<file path="src/rtl/regfile_alias_pkg.sv">
package regfile_alias_pkg;

    localparam int NREG       = 10;
    localparam int STATUS_IDX = 1;

    typedef enum logic [1:0] {
        AL_WRITE  = 2'd0,
        AL_SET    = 2'd1,
        AL_CLEAR  = 2'd2,
        AL_TOGGLE = 2'd3
    } alias_e;

    typedef enum logic {
        ST_IDLE = 1'b0,
        ST_RESP = 1'b1
    } bus_state_e;

    // Window base of each register (byte address, 16-byte aligned)
    function automatic logic [11:0] reg_offset(input int idx);
        logic [11:0] r;
        unique case (idx)
            0:       r = 12'h000;
            1:       r = 12'h010;
            2:       r = 12'h020;
            3:       r = 12'h030;
            4:       r = 12'h200;
            5:       r = 12'h270;
            6:       r = 12'h280;
            7:       r = 12'h2B0;
            8:       r = 12'h2E0;
            default: r = 12'h2F0;
        endcase
        return r;
    endfunction

    function automatic logic [31:0] reg_default(input int idx);
        logic [31:0] r;
        unique case (idx)
            8:       r = 32'hB561_BC2D;
            9:       r = 32'h0000_65D4;
            default: r = 32'h0;
        endcase
        return r;
    endfunction

endpackage

</file>
<file path="src/rtl/regfile_alias_decode.sv">
module regfile_alias_decode
    import regfile_alias_pkg::*;
#(
    parameter int ADDR_W = 12,
    parameter int N      = NREG
) (
    input  logic [ADDR_W-1:0] addr,
    output logic [N-1:0]      hit,
    output alias_e            word_sel
);
    logic aligned;
    assign aligned  = (addr[1:0] == 2'b00);
    assign word_sel = alias_e'(addr[3:2]);

    for (genvar g = 0; g < N; g++) begin : g_win
        localparam logic [ADDR_W-1:0] BASE = ADDR_W'(reg_offset(g));
        assign hit[g] = aligned && (addr[ADDR_W-1:4] == BASE[ADDR_W-1:4]);
    end
endmodule

</file>
<file path="src/rtl/regfile_alias_cell.sv">
module regfile_alias_cell
    import regfile_alias_pkg::*;
#(
    parameter int              DATA_W    = 32,
    parameter logic [DATA_W-1:0] RESET_VAL = '0
) (
    input  logic              clk,
    input  logic              rst_n,
    input  logic              wr_en,
    input  alias_e            word_sel,
    input  logic [DATA_W-1:0] wdata,
    output logic [DATA_W-1:0] q
);
    logic [DATA_W-1:0] nxt;

    always_comb begin
        unique case (word_sel)
            AL_WRITE:  nxt = wdata;
            AL_SET:    nxt = q | wdata;
            AL_CLEAR:  nxt = q & ~wdata;
            AL_TOGGLE: nxt = q ^ wdata;
            default:   nxt = q;
        endcase
    end

    always_ff @(posedge clk or negedge rst_n) begin
        if (!rst_n)     q <= RESET_VAL;
        else if (wr_en) q <= nxt;
    end
endmodule

</file>
<file path="src/rtl/regfile_alias_flags.sv">
module regfile_alias_flags
    import regfile_alias_pkg::*;
#(
    parameter int                DATA_W    = 32,
    parameter logic [DATA_W-1:0] RESET_VAL = '0
) (
    input  logic              clk,
    input  logic              rst_n,
    input  logic              wr_en,
    input  alias_e            word_sel,
    input  logic [DATA_W-1:0] wdata,
    input  logic [DATA_W-1:0] hw_set,
    output logic [DATA_W-1:0] q
);
    logic [DATA_W-1:0] clr_mask;

    // Only the clear word acts; hardware set wins a same-cycle collision
    assign clr_mask = (wr_en && word_sel == AL_CLEAR) ? wdata : '0;

    always_ff @(posedge clk or negedge rst_n) begin
        if (!rst_n) q <= RESET_VAL;
        else        q <= (q & ~clr_mask) | hw_set;
    end
endmodule

</file>
<file path="src/rtl/regfile_alias_bus.sv">
module regfile_alias_bus
    import regfile_alias_pkg::*;
#(
    parameter int DATA_W = 32
) (
    input  logic              clk,
    input  logic              rst_n,
    input  logic              req_valid,
    input  logic              req_write,
    input  logic [DATA_W-1:0] rd_value,
    output logic              req_ready,
    output logic              accept,
    output logic              resp_valid,
    output logic [DATA_W-1:0] resp_rdata
);
    bus_state_e state_q, state_d;

    assign accept = req_valid && (state_q == ST_IDLE);

    always_comb begin
        state_d = state_q;
        unique case (state_q)
            ST_IDLE: if (req_valid) state_d = ST_RESP; // ACCEPT
            ST_RESP: state_d = ST_IDLE;                // RETIRE
            default: state_d = ST_IDLE;
        endcase
    end

    always_ff @(posedge clk or negedge rst_n) begin
        if (!rst_n) state_q <= ST_IDLE;
        else        state_q <= state_d;
    end

    always_comb begin
        req_ready  = 1'b0;
        resp_valid = 1'b0;
        unique case (state_q)
            ST_IDLE: req_ready  = 1'b1;
            ST_RESP: resp_valid = 1'b1;
            default: ;
        endcase
    end

    always_ff @(posedge clk or negedge rst_n) begin
        if (!rst_n)      resp_rdata <= '0;
        else if (accept) resp_rdata <= req_write ? '0 : rd_value;
    end
endmodule

</file>
<file path="src/rtl/regfile_alias_top.sv">
module regfile_alias_top
    import regfile_alias_pkg::*;
#(
    parameter int ADDR_W = 12,
    parameter int DATA_W = 32
) (
    input  logic                   clk,
    input  logic                   rst_n,
    input  logic                   req_valid,
    output logic                   req_ready,
    input  logic                   req_write,
    input  logic [ADDR_W-1:0]      req_addr,
    input  logic [DATA_W-1:0]      req_wdata,
    output logic                   resp_valid,
    output logic [DATA_W-1:0]      resp_rdata,
    input  logic [DATA_W-1:0]      hw_flag_set,
    output logic [NREG*DATA_W-1:0] regs_q
);
    logic [NREG-1:0]   hit;
    alias_e            word_sel;
    logic              accept;
    logic [DATA_W-1:0] rd_value;
    logic [DATA_W-1:0] q [NREG];

    regfile_alias_decode #(.ADDR_W(ADDR_W), .N(NREG)) u_decode (
        .addr     (req_addr),
        .hit      (hit),
        .word_sel (word_sel)
    );

    regfile_alias_bus #(.DATA_W(DATA_W)) u_bus (
        .clk        (clk),
        .rst_n      (rst_n),
        .req_valid  (req_valid),
        .req_write  (req_write),
        .rd_value   (rd_value),
        .req_ready  (req_ready),
        .accept     (accept),
        .resp_valid (resp_valid),
        .resp_rdata (resp_rdata)
    );

    for (genvar g = 0; g < NREG; g++) begin : g_reg
        localparam logic [DATA_W-1:0] RV = DATA_W'(reg_default(g));
        logic wr_en;
        assign wr_en = accept && req_write && hit[g];

        if (g == STATUS_IDX) begin : g_flags
            regfile_alias_flags #(.DATA_W(DATA_W), .RESET_VAL(RV)) u_flags (
                .clk      (clk),
                .rst_n    (rst_n),
                .wr_en    (wr_en),
                .word_sel (word_sel),
                .wdata    (req_wdata),
                .hw_set   (hw_flag_set),
                .q        (q[g])
            );
        end else begin : g_ctrl
            regfile_alias_cell #(.DATA_W(DATA_W), .RESET_VAL(RV)) u_cell (
                .clk      (clk),
                .rst_n    (rst_n),
                .wr_en    (wr_en),
                .word_sel (word_sel),
                .wdata    (req_wdata),
                .q        (q[g])
            );
        end
        assign regs_q[g*DATA_W +: DATA_W] = q[g];
    end

    always_comb begin
        rd_value = '0;
        for (int i = 0; i < NREG; i++) begin
            if (hit[i]) rd_value = q[i];
        end
    end
endmodule

</file>
<file path="config.mk">
export PLATFORM = sky130hd
export DESIGN_NAME = regfile_alias_top
export DESIGN_NICKNAME = d
export VERILOG_FILES = /design/src/rtl/regfile_alias_pkg.sv /design/src/rtl/regfile_alias_decode.sv /design/src/rtl/regfile_alias_cell.sv /design/src/rtl/regfile_alias_flags.sv /design/src/rtl/regfile_alias_bus.sv /design/src/rtl/regfile_alias_top.sv
export SDC_FILE = /design/constraint.sdc
export NUM_CORES = 1
export LEC_CHECK = 0
export ABC_AREA = 1
export ABC_CLOCK_PERIOD_IN_PS = 1750
export CORE_ASPECT_RATIO = 1.25
export CORE_MARGIN = 1.5
export CORE_UTILIZATION = 30
export CTS_BUF_LIST = sky130_fd_sc_hd__clkbuf_8
export DETAILED_ROUTE_END_ITERATION = 16
export DONT_BUFFER_PORTS = 1
export GPL_TIMING_DRIVEN = 0
export PLACE_DENSITY_LB_ADDON = 0.2
export SYNTH_ARGS = -nofsm -noshare
export SYNTH_HDL_FRONTEND = slang
export SYNTH_SLANG_ARGS = --single-unit
</file>
<file path="constraint.sdc">
create_clock -name clk -period 1.75 [get_ports clk]
set_input_delay 0.175 -clock clk [delete_from_list [all_inputs] [get_ports clk]]
set_output_delay 0.175 -clock clk [all_outputs]
set_load 0.01 [all_outputs]
</file>
==> Word level (Yosys, flattened, before mapping) <==
Index checks and enable logic that the tools add are counted.
{ "totals": {"output_inout_bits": 354, "word_cells": 107, "reg_bits": 353, "input_bits": 80} }
{ "classes": {"n_bitwise": 32, "muxes": 25, "reduce_logical": 26, "n_eq_ne": 12} }
{ "op_table": {"columns": ["cell", "count"], "rows": [
  ["$pmux 32 s4", 9],
  ["$mux 32", 12],
  ["$and 32x32->32", 10],
  ["$or 32x32->32", 10],
  ["$xor 32x32->32", 9],
  ["$not 32->32", 2],
  ["$eq 8x6->1 const B", 6],
  ["$logic_and 1x1->1", 23],
  ["$eq 8x2->1 const B", 2],
  ["$eq 8x1->1 const B", 1],
  ["$logic_not 8->1", 1],
  ["$eq 2x2->1 const B", 2],
  ["$logic_not 2->1", 2],
  ["$mux 1", 3],
  ["$eq 2x1->1 const B", 1],
  ["$pmux 1 s2", 1],
  ["$not 1->1", 1]
]} }

==> Logic depth before layout (Yosys ltp) <==
{ "logic_depth": {"word_depth": 13, "mapped_depth": 13, "ltp_nobuf": 12} }

==> Hierarchy <==
From an unflattened synthesis, not the netlist that was laid out.
{ "hier_totals": {"hier_cells": 5652, "area_unflattened_um2": 36442.5} }
{ "modules_own_cells": {"columns": ["mod", "area_per_inst_um2", "n_inst", "cells_each", "seq_area_each_um2"], "rows": [
  ["regfile_alias_cell (g_reg[2].g_ctrl.u_cell ...)", 3268.1, 6, 493, 800.8],
  ["regfile_alias_top", 3728.6, 1, 792, 0.0],
  ["regfile_alias_cell (g_reg[0].g_ctrl.u_cell)", 3353.2, 1, 494, 800.8],
  ["regfile_alias_cell (g_reg[8].g_ctrl.u_cell)", 3289.4, 1, 493, 822.0],
  ["regfile_alias_cell (g_reg[9].g_ctrl.u_cell)", 3278.1, 1, 493, 810.8],
  ["regfile_alias_bus", 1511.4, 1, 206, 825.8],
  ["regfile_alias_flags", 1466.4, 1, 170, 800.8],
  ["regfile_alias_decode", 206.4, 1, 46, 0.0]
]} }

==> Worst setup path before layout <==
Ideal clock, no wire load.
{ "synth_timing": {"path_type": "register to register", "from": "register u_bus.state_q", "to": "register g_reg[2].g_ctrl.u_cell.q[27]", "path_slack_ps": 38, "arrival_time_ps": 1629, "stages_incl_launch_ff": 9, "required_ps": 1667, "setup_ps": 83, "n_path_buf": 1, "period_less_slack_ps": 1712, "path_cell_list": "dfrtp_1 inv_2 nand2_2 nor2_2 inv_2 nor3_4 clkbuf_1 o21ai_0 o21ai_0"} }
{ "synth_via": {"elab_chain_cells": 4} }
{ "synth_lines": {"columns": ["item", "line", "rtl"], "rows": [
  ["start: declaration", "regfile_alias_bus.sv:16", "bus_state_e state_q, state_d;"],
  ["start signal: assignment", "regfile_alias_bus.sv:31", "else state_q <= state_d;"],
  ["$not 1->1", null, null],
  ["$logic_and 1x1->1", "regfile_alias_bus.sv:18", "assign accept = req_valid && (state_q == ST_IDLE);"],
  ["$logic_and 1x1->1 (2 in series)", "regfile_alias_top.sv:46", "assign wr_en = accept && req_write && hit[g];"],
  ["end signal: assignment", "regfile_alias_cell.sv:28", "else if (wr_en) q <= nxt;"],
  ["end: declaration", "regfile_alias_cell.sv:12", "output logic [DATA_W-1:0] q"]
]} }
Every way passes these cells.
A chain may end at the register's enable or synchronous reset.

==> Final worst setup path <==
{ "layout_timing": {"from": "register u_bus.state_q", "to": "register g_reg[8].g_ctrl.u_cell.q[7]"} }
{ "layout_via": {"elab_chain_cells": 4} }
{ "layout_lines": {"columns": ["item", "line"], "rows": [
  ["$not 1->1", null],
  ["$logic_and 1x1->1", "regfile_alias_bus.sv:18"],
  ["$logic_and 1x1->1 (2 in series)", "regfile_alias_top.sv:46"],
  ["end signal: assignment", "regfile_alias_cell.sv:28"],
  ["end: declaration", "regfile_alias_cell.sv:12"]
]} }
Every way passes these cells.

==> flow_metrics.env <==
export IMPL_gp_congestion=0.905
export IMPL_maxSlewViolCount=0
export IMPL_layout_cells_non_filler=5218
export IMPL_met2_usage=0.469
export IMPL_violations="hold timing, setup timing"
export IMPL_finalSetupViolCount=226
export IMPL_leakage_nw=17.2
export IMPL_worstSetupStartpointType="register"
export IMPL_grt_pass1_vias=28000
export IMPL_detail_route_wl_per_cell_um=28.9
export IMPL_grt_remaining_overflow=0
export IMPL_end_kind="register"
export IMPL_critical_path_startpoint="u_bus.state_q"
export IMPL_ff2ff_setup_slack_ns=-0.12
export IMPL_required_ns=2.37
export IMPL_r2r_end="g_reg[8].g_ctrl.u_cell.q[7]"
export IMPL_drt_iter0_markers=2190
export IMPL_final_cell_area_um2=36800
export IMPL_fin_nets=4527
export IMPL_crit_path_frequent_cell="buf_12"
export IMPL_dpl_cell_area_um2=30800
export IMPL_ys_ff_latch=353
export IMPL_grt_pass1_wl_um=207000
export IMPL_start_util=0.303
export IMPL_ys_flop_type="dfrtp_1"
export IMPL_maxCapViolCount=0
export IMPL_fmax_mhz=535
export IMPL_h_tree_depth=3
export IMPL_clock_sinks=353
export IMPL_top_usage_layer="met2"
export IMPL_cp_max_fo=7
export IMPL_ys_seq_area_frac=0.303
export IMPL_pin_count=434
export IMPL_die_x_um=282
export IMPL_async_flop_share=1.00
export IMPL_synth_top_area_frac=0.281
export IMPL_hold_class="in -> async"
export IMPL_core_um2=96300
export IMPL_ff2ff_path_depth=9
export IMPL_synth_cell_type_count=38
export IMPL_dieArea_um2=99300
export IMPL_cts_inserted_buffers=72
export IMPL_mostFrequentLayoutCells="nand2_1 (764), ha_1 (576), inv_1 (437)"
export IMPL_syn_cell_area_um2=29200
export IMPL_drive_above_1_share=0.185
export IMPL_syn_area_per_cell_um2=7.93
export IMPL_fin_ws_ns=-0.120
export IMPL_first_pass_iters=5
export IMPL_syn_instance_count=3683
export IMPL_synth_top_area_cell="dfrtp_1"
export IMPL_max_stage_delay_ns=0.43
export IMPL_die_h_um=352
export IMPL_clk_latency_ns=0.75
export IMPL_crit_slowest_cell="dfrtp_1"
export IMPL_grt_use_met1=0.324
export IMPL_power_density_nw_per_um2=563
export IMPL_ant_nets=0
export IMPL_cts_root_buffer="clkbuf_8"
export IMPL_ys_warn_count=0
export IMPL_clock_skew_ns=0.0363
export IMPL_syn_nets=4339
export IMPL_grt_max_degree=354
export IMPL_path_delay_family="buffers and inverters"
export IMPL_synth_edf_count=0
export IMPL_rsz0062_at_grt="true"
export IMPL_path_clk_slew_ns=0.06
export IMPL_clk_path_buf_depth=3
export IMPL_num_rows=127
export IMPL_arrival_ns=2.49
export IMPL_tightestPinTransition_ns=1.46
export IMPL_cp_num_buf_inv=4
export IMPL_dp_hpwl_um=111000
export IMPL_dpl_cell_count=4973
export IMPL_fin_crit_ns=1.87
export IMPL_grt_met3_usage=0.103
export IMPL_numPortBuffers=0
export IMPL_synthToLayoutAreaGrowth_pct=26.1
export IMPL_cp_cell_sequence="inv_2, nand2_4, nor2_4, buf_12, buf_12, nand4_4, buf_4, a2111oi_4, a21oi_2"
export IMPL_antenna_found_initial=3
export IMPL_via_per_inst=5.54
export IMPL_hold_violations=353
export IMPL_outcome="finished with violations"
export IMPL_finalCritPeriodShare=1.07
export IMPL_drt_wl_total_um=151000
export IMPL_vias=28900
export IMPL_slew_headroom=0.0234
export IMPL_cts_tree="done"
export IMPL_post_route_drc_count=0
export IMPL_regToRegStartpoint="u_bus.state_q"
export IMPL_path_class="reg -> reg"
export IMPL_synth_area_leaders="dfrtp_1 (28%), ha_1 (25%), nand2_1 (10%)"
export IMPL_whs_ns=-0.826
export IMPL_post_route_util=0.383
export IMPL_final_common_cell="nand2_1"
export IMPL_vdd_drop_max_mv=0.491
export IMPL_ctsHoldBuffers=43
export IMPL_grt_use_total=0.292
## synthesized netlist by cell type (6+ instances only)
master,instances
nand2_1,785
ha_1,576
inv_1,410
dfrtp_1,328
o21ai_0,287
nor2_1,231
a21oi_1,228
nand3_1,139
o211ai_1,133
clkbuf_1,92
buf_2,85
a31oi_1,50
a2111oi_0,44
o2111a_1,39
o21ai_1,36
nand4_1,35
nor3_1,32
dfstp_2,25
o2111ai_1,19
inv_2,18
mux2i_1,14
a2111oi_2,13
buf_1,12
buf_4,10
nor2_2,9
a22o_1,6
## layer usage
metal | vias to the layer above | part of all wire
met2 | 1345 | 0.46
li1 | 12900 | -
met5 | - | 0.00013
met4 | 2 | 0.071
met1 | 14300 | 0.37
met3 | 383 | 0.10
## flip-flops by register name, summed over array words and instances (netlist names)
signal and cells:
g.g_ctrl.u_cell.q 288, g.g_flags.u_flags.q 32, u_bus.resp_rdata 32, u_bus.state_q 1
## worst register-to-register path, stage by stage, from the launching register on
cell and delay (ns):
dfrtp_1 0.43, inv_2 0.13, nand2_4 0.07, nor2_4 0.10, buf_12 0.21, buf_12 0.14
nand4_4 0.18, buf_4 0.23, a2111oi_4 0.20, a21oi_2 0.05
## worst max-delay path by stage
stage | end | slack (ns) | depth (start not counted)
3_5_place_dp | g_reg[7].g_ctrl.u_cell.q[16] | -1.37 | 7
3_3_place_gp | g_reg[7].g_ctrl.u_cell.q[4] | -1.33 | 7
6_report | g_reg[8].g_ctrl.u_cell.q[7] | -0.12 | 9
4_1_cts | g_reg[8].g_ctrl.u_cell.q[27] | -0.05 | 9
2_1_floorplan | g_reg[2].g_ctrl.u_cell.q[27] | 0.04 | 8
5_1_grt | g_reg[8].g_ctrl.u_cell.q[7] | -0.18 | 9
## cell type report
| cell class | count | area (um^2) |
|---|---|---|
| fill | 9993 | 59500 |
| clock inverter | 34 | 163 |
| sequential | 353 | 8890 |
| clock buffer | 95 | 1310 |
| inverter | 428 | 1640 |
| timing repair buffer | 114 | 1620 |
| timing repair inverter | 1 | 8.76 |
| multi-input combinational | 2700 | 19900 |
| buffer | 201 | 1690 |
| antenna | 2 | 5.00 |
| tap | 1290 | 1610 |
## repair_timing
action,CTS,global route
setup endpoints to repair,351,342
resized for setup,449,471
hold endpoints to repair,448,353
gates cloned,12,24
pin swaps,18,19
setup buffers,23,14
## stage by stage
step | TNS [ns] | total power, mW | setup WS [ns]
after global routing | -23.47 | 21.4 | -0.183
after detailed placement | -285.41 | 11.0 | -1.37
after floorplan | 0 | 10.0 | 0.0381
after global placement | -280.71 | 11.0 | -1.33
final | -8.44 | 20.7 | -0.120
after CTS | -2.53 | 20.6 | -0.0546
## logic make-up after synthesis
logic type      after synthesis  share of synthesized area
mux                          14                    0.00480
simple gates               1251                      0.176
compound gates              858                      0.182
buf+inv                     631                     0.0866
flops                       353                      0.303
fa+ha+maj                   576                      0.247
## power by group
| part | internal (mW) | switching, mW | total (mW) |
|---|---|---|---|
| combinational | 0.821 | 2.11 | 2.93 |
| clock | 4.97 | 4.42 | 9.38 |
| sequential | 8.24 | 0.178 | 8.42 |
| total | 14.0 | 6.70 | 20.7 |
(Power assumes the default switching activity.)
